**src/rtl/bmsPkg.sv**
```systemverilog
package bmsPkg;

  // number of axes and the width of the averaging selector are fixed by the port set
  localparam int AXES      = 3;
  localparam int AVG_SEL_W = 2;
  localparam int AX_W      = 2;

  localparam logic [1:0] CFG_POS = 2'b01;
  localparam logic [1:0] CFG_NEG = 2'b10;

  typedef enum logic [2:0] {
    S_IDLE, S_SETP, S_ACQA, S_LATA, S_RSTP, S_ACQB, S_COMB, S_DONE
  } seqState_t;

  // strobes from control to datapath
  typedef struct packed {
    logic                 clrAcc;
    logic                 addSmp;
    logic                 holdA;
    logic                 writeRes;
    logic [AX_W-1:0]      axisIdx;
    logic                 biasMode;
    logic [AVG_SEL_W-1:0] shiftAmt;
  } dpCtrl_t;

endpackage

```
**src/rtl/bmsCtrl.sv**
```systemverilog
module bmsCtrl
  import bmsPkg::*;
#(
  parameter int PULSE_CYC  = 3,
  parameter int GAIN_W     = 3,
  parameter logic [GAIN_W-1:0] GAIN_RESET = 1
) (
  input  logic                 clk,
  input  logic                 rstN,
  input  logic                 startReq,
  input  logic [1:0]           measCfg,
  input  logic [AVG_SEL_W-1:0] avgSel,
  input  logic [GAIN_W-1:0]    gainCode,
  input  logic                 adcAck,
  output logic                 setPulse,
  output logic                 resetPulse,
  output logic                 biasPos,
  output logic                 biasNeg,
  output logic                 adcReq,
  output logic [GAIN_W-1:0]    adcGain,
  output logic                 busy,
  output logic                 resultValid,
  output dpCtrl_t              dpc
);

  localparam int MAX_SMP = 1 << ((1 << AVG_SEL_W) - 1);
  localparam int CNT_W   = (MAX_SMP > 1) ? $clog2(MAX_SMP) : 1;
  localparam int PCNT_W  = $clog2(PULSE_CYC + 1);
  localparam int RUN_W   = $clog2(PULSE_CYC + 2);

  seqState_t              state, stateNext;
  logic [PCNT_W-1:0]      pulseCnt;
  logic [CNT_W-1:0]       smpCnt, lastIdx;
  logic [AX_W-1:0]        axisCnt;
  logic                   cfgBias, cfgNeg;
  logic [AVG_SEL_W-1:0]   shiftReg;
  logic [GAIN_W-1:0]      activeGain, pendGain;
  logic                   accept, lastSmp, pulseDone, inPulse;

  assign lastIdx   = CNT_W'((1 << shiftReg) - 1);
  assign accept    = adcReq && adcAck;
  assign lastSmp   = (smpCnt == lastIdx);
  assign inPulse   = (state == S_SETP) || (state == S_RSTP);
  assign pulseDone = (pulseCnt == PCNT_W'(PULSE_CYC - 1));

  always_comb begin
    stateNext = state;
    unique case (state)
      S_IDLE: if (startReq) stateNext = S_SETP;
      S_SETP: if (pulseDone) stateNext = S_ACQA;
      S_ACQA: if (accept && lastSmp) stateNext = S_LATA;
      S_LATA: stateNext = cfgBias ? S_ACQB : S_RSTP;
      S_RSTP: if (pulseDone) stateNext = S_ACQB;
      S_ACQB: if (accept && lastSmp) stateNext = S_COMB;
      S_COMB: stateNext = (axisCnt == AX_W'(AXES - 1)) ? S_DONE : S_SETP;
      S_DONE: stateNext = S_IDLE;
      default: stateNext = S_IDLE;
    endcase
  end

  always_ff @(posedge clk) begin
    if (!rstN) begin
      state      <= S_IDLE;
      pulseCnt   <= '0;
      smpCnt     <= '0;
      axisCnt    <= '0;
      cfgBias    <= 1'b0;
      cfgNeg     <= 1'b0;
      shiftReg   <= '0;
      activeGain <= GAIN_RESET;
      pendGain   <= GAIN_RESET;
    end else begin
      state <= stateNext;
      if (state == S_IDLE && startReq) begin
        // reserved code 11 falls into the normal flow
        cfgBias    <= (measCfg == CFG_POS) || (measCfg == CFG_NEG);
        cfgNeg     <= (measCfg == CFG_NEG);
        shiftReg   <= avgSel;
        activeGain <= pendGain;
        pendGain   <= gainCode;
      end
      pulseCnt <= (inPulse && stateNext == state) ? pulseCnt + 1'b1 : '0;
      if (accept)
        smpCnt <= lastSmp ? '0 : smpCnt + 1'b1;
      if (state == S_IDLE)
        axisCnt <= '0;
      else if (state == S_COMB)
        axisCnt <= axisCnt + 1'b1;
    end
  end

  assign setPulse    = (state == S_SETP);
  assign resetPulse  = (state == S_RSTP);
  assign adcReq      = (state == S_ACQA) || (state == S_ACQB);
  assign biasPos     = (state == S_ACQB) && cfgBias && !cfgNeg;
  assign biasNeg     = (state == S_ACQB) && cfgBias && cfgNeg;
  assign busy        = (state != S_IDLE);
  assign resultValid = (state == S_DONE);
  assign adcGain     = activeGain;

  always_comb begin
    dpc          = '0;
    dpc.clrAcc   = (state == S_SETP);
    dpc.addSmp   = accept;
    dpc.holdA    = (state == S_LATA);
    dpc.writeRes = (state == S_COMB);
    dpc.axisIdx  = axisCnt;
    dpc.biasMode = cfgBias;
    dpc.shiftAmt = shiftReg;
  end

  // run length of strap pulses, for the width check
  logic [RUN_W-1:0] pulseRun;
  always_ff @(posedge clk) begin
    if (!rstN) pulseRun <= '0;
    else       pulseRun <= (setPulse || resetPulse) ? pulseRun + 1'b1 : '0;
  end


  pulse_width_chk: assert property (@(posedge clk) disable iff (!rstN)
    $fell(setPulse || resetPulse) |-> pulseRun == RUN_W'(PULSE_CYC));

  no_req_in_pulse_chk: assert property (@(posedge clk) disable iff (!rstN)
    (setPulse || resetPulse) |-> !adcReq && !biasPos && !biasNeg);

  req_hold_chk: assert property (@(posedge clk) disable iff (!rstN)
    adcReq && !adcAck |=> adcReq);

  cfg_stable_chk: assert property (@(posedge clk) disable iff (!rstN)
    busy && $past(busy) |-> $stable(cfgBias) && $stable(cfgNeg) && $stable(shiftReg) && $stable(adcGain));

  done_pulse_chk: assert property (@(posedge clk) disable iff (!rstN)
    resultValid |=> !resultValid && !busy);

endmodule

```
**src/rtl/bmsDatapath.sv**
```systemverilog
module bmsDatapath
  import bmsPkg::*;
#(
  parameter int SAMPLE_W = 12,
  parameter int RESULT_W = 16
) (
  input  logic                clk,
  input  logic                rstN,
  input  dpCtrl_t             dpc,
  input  logic [SAMPLE_W-1:0] adcSample,
  input  logic                adcOvf,
  output logic [RESULT_W-1:0] resultX,
  output logic [RESULT_W-1:0] resultY,
  output logic [RESULT_W-1:0] resultZ
);

  localparam int MAX_SHIFT = (1 << AVG_SEL_W) - 1;
  localparam int ACC_W     = SAMPLE_W + MAX_SHIFT;
  localparam int DIFF_W    = SAMPLE_W + 2;
  localparam logic signed [RESULT_W-1:0] SENTINEL = -(RESULT_W'(1) << SAMPLE_W);
  localparam logic signed [DIFF_W-1:0]   MAX_V    = DIFF_W'((1 << (SAMPLE_W - 1)) - 1);
  localparam logic signed [DIFF_W-1:0]   MIN_V    = -(DIFF_W'(1) << (SAMPLE_W - 1));

  logic signed [ACC_W-1:0]    acc;
  logic                       ovfSeen;
  logic signed [SAMPLE_W-1:0] avgA, avgNow;
  logic signed [DIFF_W-1:0]   extA, extB, diff;
  logic                       biasOvf;
  logic signed [SAMPLE_W-1:0] combVal;
  logic signed [RESULT_W-1:0] resNext;
  logic [RESULT_W-1:0]        res [AXES];

  assign avgNow = SAMPLE_W'(acc >>> dpc.shiftAmt);
  assign extA   = {{(DIFF_W - SAMPLE_W){avgA[SAMPLE_W-1]}}, avgA};
  assign extB   = {{(DIFF_W - SAMPLE_W){avgNow[SAMPLE_W-1]}}, avgNow};
  assign diff   = dpc.biasMode ? (extB - extA) : (extA - extB);
  assign biasOvf = dpc.biasMode && ((diff > MAX_V) || (diff < MIN_V));
  // bias: plain difference, normal: halved by arithmetic shift
  assign combVal = dpc.biasMode ? SAMPLE_W'(diff) : SAMPLE_W'(diff >>> 1);
  assign resNext = (ovfSeen || biasOvf) ? SENTINEL
                 : {{(RESULT_W - SAMPLE_W){combVal[SAMPLE_W-1]}}, combVal};

  always_ff @(posedge clk) begin
    if (!rstN) begin
      acc     <= '0;
      ovfSeen <= 1'b0;
      avgA    <= '0;
    end else begin
      if (dpc.clrAcc || dpc.holdA)
        acc <= '0;
      else if (dpc.addSmp)
        acc <= acc + {{(ACC_W - SAMPLE_W){adcSample[SAMPLE_W-1]}}, adcSample};
      if (dpc.clrAcc)
        ovfSeen <= 1'b0;
      else if (dpc.addSmp && adcOvf)
        ovfSeen <= 1'b1;
      if (dpc.holdA)
        avgA <= avgNow;
    end
  end

  for (genvar a = 0; a < AXES; a++) begin : g_axis
    always_ff @(posedge clk) begin
      if (!rstN)
        res[a] <= '0;
      else if (dpc.writeRes && dpc.axisIdx == AX_W'(a))
        res[a] <= resNext;
    end


    ovf_force_chk: assert property (@(posedge clk) disable iff (!rstN)
      dpc.writeRes && dpc.axisIdx == AX_W'(a) && ovfSeen |=> $signed(res[a]) == SENTINEL);

    res_hold_chk: assert property (@(posedge clk) disable iff (!rstN)
      !(dpc.writeRes && dpc.axisIdx == AX_W'(a)) |=> $stable(res[a]));

    res_range_chk: assert property (@(posedge clk) disable iff (!rstN)
      ($signed(res[a]) >= $signed(RESULT_W'(MIN_V)) && $signed(res[a]) <= $signed(RESULT_W'(MAX_V)))
      || $signed(res[a]) == SENTINEL);
  end

  assign resultX = res[0];
  assign resultY = res[1];
  assign resultZ = res[2];

endmodule

```
**src/rtl/bridgeMeasSeq.sv**
```systemverilog
module bridgeMeasSeq
  import bmsPkg::*;
#(
  parameter int PULSE_CYC = 3,
  parameter int SAMPLE_W  = 12,
  parameter int RESULT_W  = 16,
  parameter int GAIN_W    = 3,
  parameter logic [GAIN_W-1:0] GAIN_RESET = 1
) (
  input  logic                 clk,
  input  logic                 rstN,
  input  logic                 startReq,
  input  logic [1:0]           measCfg,
  input  logic [AVG_SEL_W-1:0] avgSel,
  input  logic [GAIN_W-1:0]    gainCode,
  input  logic                 adcAck,
  input  logic [SAMPLE_W-1:0]  adcSample,
  input  logic                 adcOvf,
  output logic                 setPulse,
  output logic                 resetPulse,
  output logic                 biasPos,
  output logic                 biasNeg,
  output logic                 adcReq,
  output logic [GAIN_W-1:0]    adcGain,
  output logic                 busy,
  output logic                 resultValid,
  output logic [RESULT_W-1:0]  resultX,
  output logic [RESULT_W-1:0]  resultY,
  output logic [RESULT_W-1:0]  resultZ
);

  dpCtrl_t dpc;

  bmsCtrl #(
    .PULSE_CYC (PULSE_CYC),
    .GAIN_W    (GAIN_W),
    .GAIN_RESET(GAIN_RESET)
  ) i_ctrl (
    .clk        (clk),
    .rstN       (rstN),
    .startReq   (startReq),
    .measCfg    (measCfg),
    .avgSel     (avgSel),
    .gainCode   (gainCode),
    .adcAck     (adcAck),
    .setPulse   (setPulse),
    .resetPulse (resetPulse),
    .biasPos    (biasPos),
    .biasNeg    (biasNeg),
    .adcReq     (adcReq),
    .adcGain    (adcGain),
    .busy       (busy),
    .resultValid(resultValid),
    .dpc        (dpc)
  );

  bmsDatapath #(
    .SAMPLE_W(SAMPLE_W),
    .RESULT_W(RESULT_W)
  ) i_dp (
    .clk      (clk),
    .rstN     (rstN),
    .dpc      (dpc),
    .adcSample(adcSample),
    .adcOvf   (adcOvf),
    .resultX  (resultX),
    .resultY  (resultY),
    .resultZ  (resultZ)
  );

endmodule

```
**config.mk**
```make
export PLATFORM = sky130hd
export DESIGN_NAME = bridgeMeasSeq
export DESIGN_NICKNAME = d
export VERILOG_FILES = /design/src/rtl/bmsPkg.sv /design/src/rtl/bmsCtrl.sv /design/src/rtl/bmsDatapath.sv /design/src/rtl/bridgeMeasSeq.sv
export SDC_FILE = /design/constraint.sdc
export NUM_CORES = 1
export LEC_CHECK = 0
export CORE_MARGIN = 1
export CORE_UTILIZATION = 35
export CTS_CLUSTER_SIZE = 16
export DETAILED_ROUTE_END_ITERATION = 12
export PLACE_DENSITY = 0.51
export SLEW_MARGIN = 20
export SYNTH_ARGS = -nofsm -noshare
export SYNTH_HDL_FRONTEND = slang
export SYNTH_SLANG_ARGS = --single-unit
export TNS_END_PERCENT = 20
```
**constraint.sdc**
```tcl
create_clock -name clk -period 7.5 [get_ports clk]
set_clock_uncertainty 0.1 [all_clocks]
set_input_delay 1.125 -clock clk [delete_from_list [all_inputs] [get_ports clk]]
set_output_delay 1.125 -clock clk [all_outputs]
set_load 0.02 [all_outputs]
```
After elaboration in Yosys (flattened, before gate mapping). Memory sizes are Yosys's and may differ from the RTL's. Cells that the tools add are included.

Flip-flop bits (word level): 48. Latch bits: 0. RAM bits: 48. ROM bits: 0. Input port bits: 24. Output and inout port bits: 58. Word-level logic and storage cells: 93. Memories: 1.

$add $sub $neg: 7. $mul: 0. Divide/modulo/power cells: 0. $lt $le $gt $ge: 2. Eq/ne operators: 14. Shifts and indexed selects: 2. Multiplexer cells: 25. Bitwise logic cells: 4. Reductions and logical operators: 26.

Memories: i_dp.res (words 3, width 16, rd ports 3, clocked after memory_dff 0, wr ports 3, RTL line bmsDatapath.sv:31) `logic [RESULT_W-1:0] res [AXES];`.

Operators by type and width (count): $mux W16 (4); $sub A12 B12 Y13 (2); $pmux W3 S8 (1); $mux W3 (7); $add A15 B15 Y15 (1); $sshr A15 B2 Y12 (1); $gt A14 B12 Y1 const B (1); $lt A14 B12 Y1 const B (1); $mux W14 (1); $eq A3 B3 Y1 const B (4); $logic_and A1 B1 Y1 (12); $mux W12 (1); $mux W1 (11); $eq A2 B2 Y1 const B (3); $eq A3 B2 Y1 const B (2); $eq A3 B3 Y1 (2); $logic_or A1 B1 Y1 (6); $reduce_or A2 Y1 (3); $add A2 B1 Y2 const B (2); $eq A2 B1 Y1 const B (2); $add A3 B1 Y3 const B (1); $eq A3 B1 Y1 const B (1); $logic_not A3 Y1 (1); $or A1 B1 Y1 (3); 7 further kinds (7).

Longest topological paths before layout.
Depth after elaboration: 9. Depth in mapped cells: 18. Gate-level depth less buffers: 15.

Modules after synthesis. From an unflattened synthesis, not the netlist that was laid out.

Cells, all modules: 628. Area total of the unflattened synthesis: 5859.4 µm².

Modules (own cells, without submodules): bmsDatapath (times used 1, cells each 501, area each 4830.9 µm², sequential area each 1731.7 µm²); bmsCtrl (times used 1, cells each 127, area each 1028.5 µm², sequential area each 400.4 µm²).

Worst setup path after synthesis. No wires, ideal clock.

Path type: register -> register. From: register i_ctrl.shiftReg[1]. To: memory i_dp.res[0][3], data pin. Library setup time: 0.263 ns. Arrival time: 3.147 ns. Required time: 7.137 ns. Setup slack: 3.990 ns. Cell stages (with the launch flop): 15. Path buffers: 3. Clock period less this slack: 3.510 ns. Cell sequence: dfxtp_1 clkbuf_1 buf_2 o21ai_0 o21ai_0 inv_1 fa_1 nand3_1 a21oi_1 a221oi_1 o21ai_0 xnor2_1 o211ai_2 buf_6 nor2_1.

RTL lines: start: declaration (RTL line bmsCtrl.sv:36) `logic [AVG_SEL_W-1:0] shiftReg;`; start signal: assignment (RTL line bmsCtrl.sv:78) `shiftReg <= avgSel;`; end: declaration (RTL line bmsDatapath.sv:31).

==> results_dict.tcl <==
set metrics [dict create \
    synth_top_area_cell "edfxtp_1" \
    portBuffers 81 \
    nets 774 \
    layout.cells.non_filler 923 \
    ys_seq_elements 87 \
    worstMarginPinSlew_ns 0.8773 \
    clockBufferDepth 2 \
    grt_start_max_net_pins 28 \
    wl_per_cell_um 12.93 \
    first_pass_iters 4 \
    rsz0062_at_grt "false" \
    total_power_mw 1.115 \
    die_h_um 129.4 \
    final_antenna_net_count 0 \
    synth_ff_type "dfxtp_1" \
    yosys_warnings 0 \
    drc 0 \
    clk_latency_ns 0.34 \
    leakage_nw 2.638 \
    ys_types 57 \
    antenna_found_initial 0 \
    clkTransAtPathRegs_ns 0.07 \
    drive_gt1_share_pct 4.950 \
    dp.cells 907 \
    initial_core_util_pct 35.74 \
    cts_sinks 87 \
    setup_viol 0 \
    coreArea_um2 15890 \
    worst-setup-path-type "reg2reg" \
    diodes 0 \
    cts_hold_buffers 0 \
    max_freq_mhz 249.4 \
    critical_path.max_fanout 17 \
    drt-vias-per-instance 4.807 \
    htreeDepth 3 \
    wirelength_um 11930 \
    synth_top_area_share_pct 20.63 \
    cts_root_buf "clkbuf_16" \
    fin_crit_sh_pct 53.46 \
    cts_buffers 9 \
    syn_area_per_cell_um2 8.762 \
    maxSlewHeadroom_pct 41.48 \
    min_period_ns 4.009 \
    hold_path_class "reg2reg" \
    synthCells 648 \
    max_cap_viol_count 0 \
    timing.hold.ws_ns 0.3188 \
    slew_viol_final 0 \
    cp_data_required_time_ns 7.47 \
    startpoint_type "register" \
    hold_viol 0 \
    post_cts_buffers 0 \
    critPathArrivalTime_ns 3.98 \
    area_growth_pct 21.00 \
    cts_tree "done" \
    synthTopCellsByArea "edfxtp_1 (21%), dfxtp_1 (17%), ha_1 (9.9%)" \
    seq_area_frac_synth_pct 37.55 \
    grt_pass1_vias 4225 \
    vias 4437 \
    status "completed" \
    end_kind "register" \
    netlist_area_um2 5678 \
    dieArea_um2 16740 \
    drt_iter0_drc 197 \
    max-vdd-ir-drop_v 0.0001070 \
    grt-ovfl-total 0 \
    synth_edf_count 39 \
    die_x_um 129.4 \
    io_pins 82 \
    async_flop_share_pct 0 \
    cellPowerDensity_nw_per_um2 162.4 \
    cts_resized 0 \
    hpwl_um 9391 \
    syn_nets 720 \
    num_rows 46 \
    grt_usage_pct 14.92 \
    grt_pass1_wl_um 20130 \
    tns_ns 0 \
    gp_congestion 0.7700 \
]
[worst paths after layout]
| check | cells past startpoint | endpoint | slack (ns) | startpoint |
|---|---|---|---|---|
| worst max-delay path | 11 | i_dp.res[0][1]$_SDFFCE_PN0P_ | 3.49 | i_ctrl.shiftReg[1]$_SDFFE_PN0P_ |
| worst min-delay path | 1 | i_ctrl.pulseCnt[0]$_SDFF_PN0_ | 0.32 | i_ctrl.pulseCnt[0]$_SDFF_PN0_ |
| worst max register to register | 11 | i_dp.res[0][1]$_SDFFCE_PN0P_ | 3.49 | i_ctrl.shiftReg[1]$_SDFFE_PN0P_ |
| worst min register to register | 1 | i_ctrl.pulseCnt[0]$_SDFF_PN0_ | 0.32 | i_ctrl.pulseCnt[0]$_SDFF_PN0_ |
[worst max-delay path, cell delays in order (launching register included)]
cell	delay [ns]
dfxtp_1	0.81
o21ai_0	0.20
o21ai_0	0.50
inv_1	0.18
fa_1	0.49
nand3_1	0.12
a21oi_1	0.12
a221oi_1	0.24
o21ai_0	0.18
xnor2_1	0.23
o211ai_2	0.46
nor2_1	0.11
[Yosys cell counts (all sizes together), types with 2 or more instances]
library cell,count
a211oi,6
a21boi,11
a21o,10
a21oi,43
a22oi,2
a311oi,2
a31oi,2
and2,8
and3,3
buf,27
clkbuf,14
dfxtp,48
edfxtp,39
fa,3
ha,45
inv,40
mux2,10
mux2i,19
nand2,79
nand2b,9
nand3,16
nand3b,2
nand4,4
nor2,62
nor2b,13
nor3,13
nor3b,4
nor4,3
o211a,2
o211ai,4
o21a,9
o21ai,42
o22ai,3
o31a,2
o31ai,6
or3,3
xnor2,22
xor2,8
[report_power, final]
group	leakage [nW]	switching [mW]	total [mW]	internal [mW]
Combinational	1.69	0.0644	0.121	0.0561
Clock	0.154	0.184	0.477	0.293
Sequential	0.791	0.0123	0.518	0.506
Total	2.64	0.261	1.12	0.854
[layout make-up]
type	instances	area (um^2)
clock buffer	11	232.7
clock inverter	5	82.58
fill	1607	9015
inverter	40	150.1
multi-input combinational	480	3169
sequential	87	2132
tap	216	270.3
timing repair buffer	84	833.3
[routing by layer]
layer,GRT usage (%),up-vias,share of wire [%]
met2,24.76,103,45
met1,19.59,1968,49
li1,-,2354,-
met4,4.360,0,1.3
met3,2.973,12,4.7
met5,0,-,0
[state kept, by name, summed over array words and instances (netlist names)]
name	cells
i_dp.ovfSeen	1
i_dp.res	39
i_ctrl.pendGain	3
i_dp.acc	15
i_ctrl.smpCnt	3
i_ctrl.pulseCnt	2
i_ctrl.shiftReg	2
i_dp.avgA	12
i_ctrl.cfgNeg	1
i_ctrl.adcGain	3
i_ctrl.axisCnt	2
i_ctrl.cfgBias	1
i_ctrl.state	3
[layout by cell type (no fill, tap or decap), types with 4 or more instances in the layout]
| master | count |
|---|---|
| clkbuf_16 | 9 |
| nor2_1 | 62 |
| a21oi_1 | 43 |
| clkdlybuf4s50_1 | 81 |
| dfxtp_1 | 48 |
| a21o_1 | 10 |
| nand2_1 | 79 |
| nor3_1 | 13 |
| nand4_1 | 4 |
| nor3b_1 | 4 |
| a211oi_1 | 6 |
| and2_1 | 7 |
| xor2_1 | 8 |
| xnor2_1 | 22 |
| nand3_1 | 16 |
| inv_1 | 40 |
| o21ai_0 | 40 |
| mux2_2 | 10 |
| edfxtp_1 | 39 |
| a21boi_0 | 11 |
| ha_1 | 45 |
| nand2b_1 | 9 |
| o31ai_1 | 6 |
| o21a_1 | 9 |
| nor2b_1 | 13 |
| mux2i_1 | 19 |
[through the flow]
step / cell area (um^2) / util, % / setup slack (ns)
after floorplan: 5678 / - / 3.990
after global placement: 6555 / 41.27 / 3.489
after detailed placement: 6555 / 41.27 / 3.405
after CTS: 6870 / 43.25 / 3.411
after global routing: 6870 / 43.25 / 3.069
final: 6870 / 43.25 / 3.491
[kinds of logic after synthesis]
| family | share of synthesized area, % |
|---|---|
| flops | 37.55 |
| simple gates | 17.72 |
| compound gates | 17.17 |
| mux | 5.333 |
| xor+xnor | 4.628 |
| fa+ha+maj | 10.97 |
| buf+inv | 6.633 |
(Power assumes the default switching activity.)
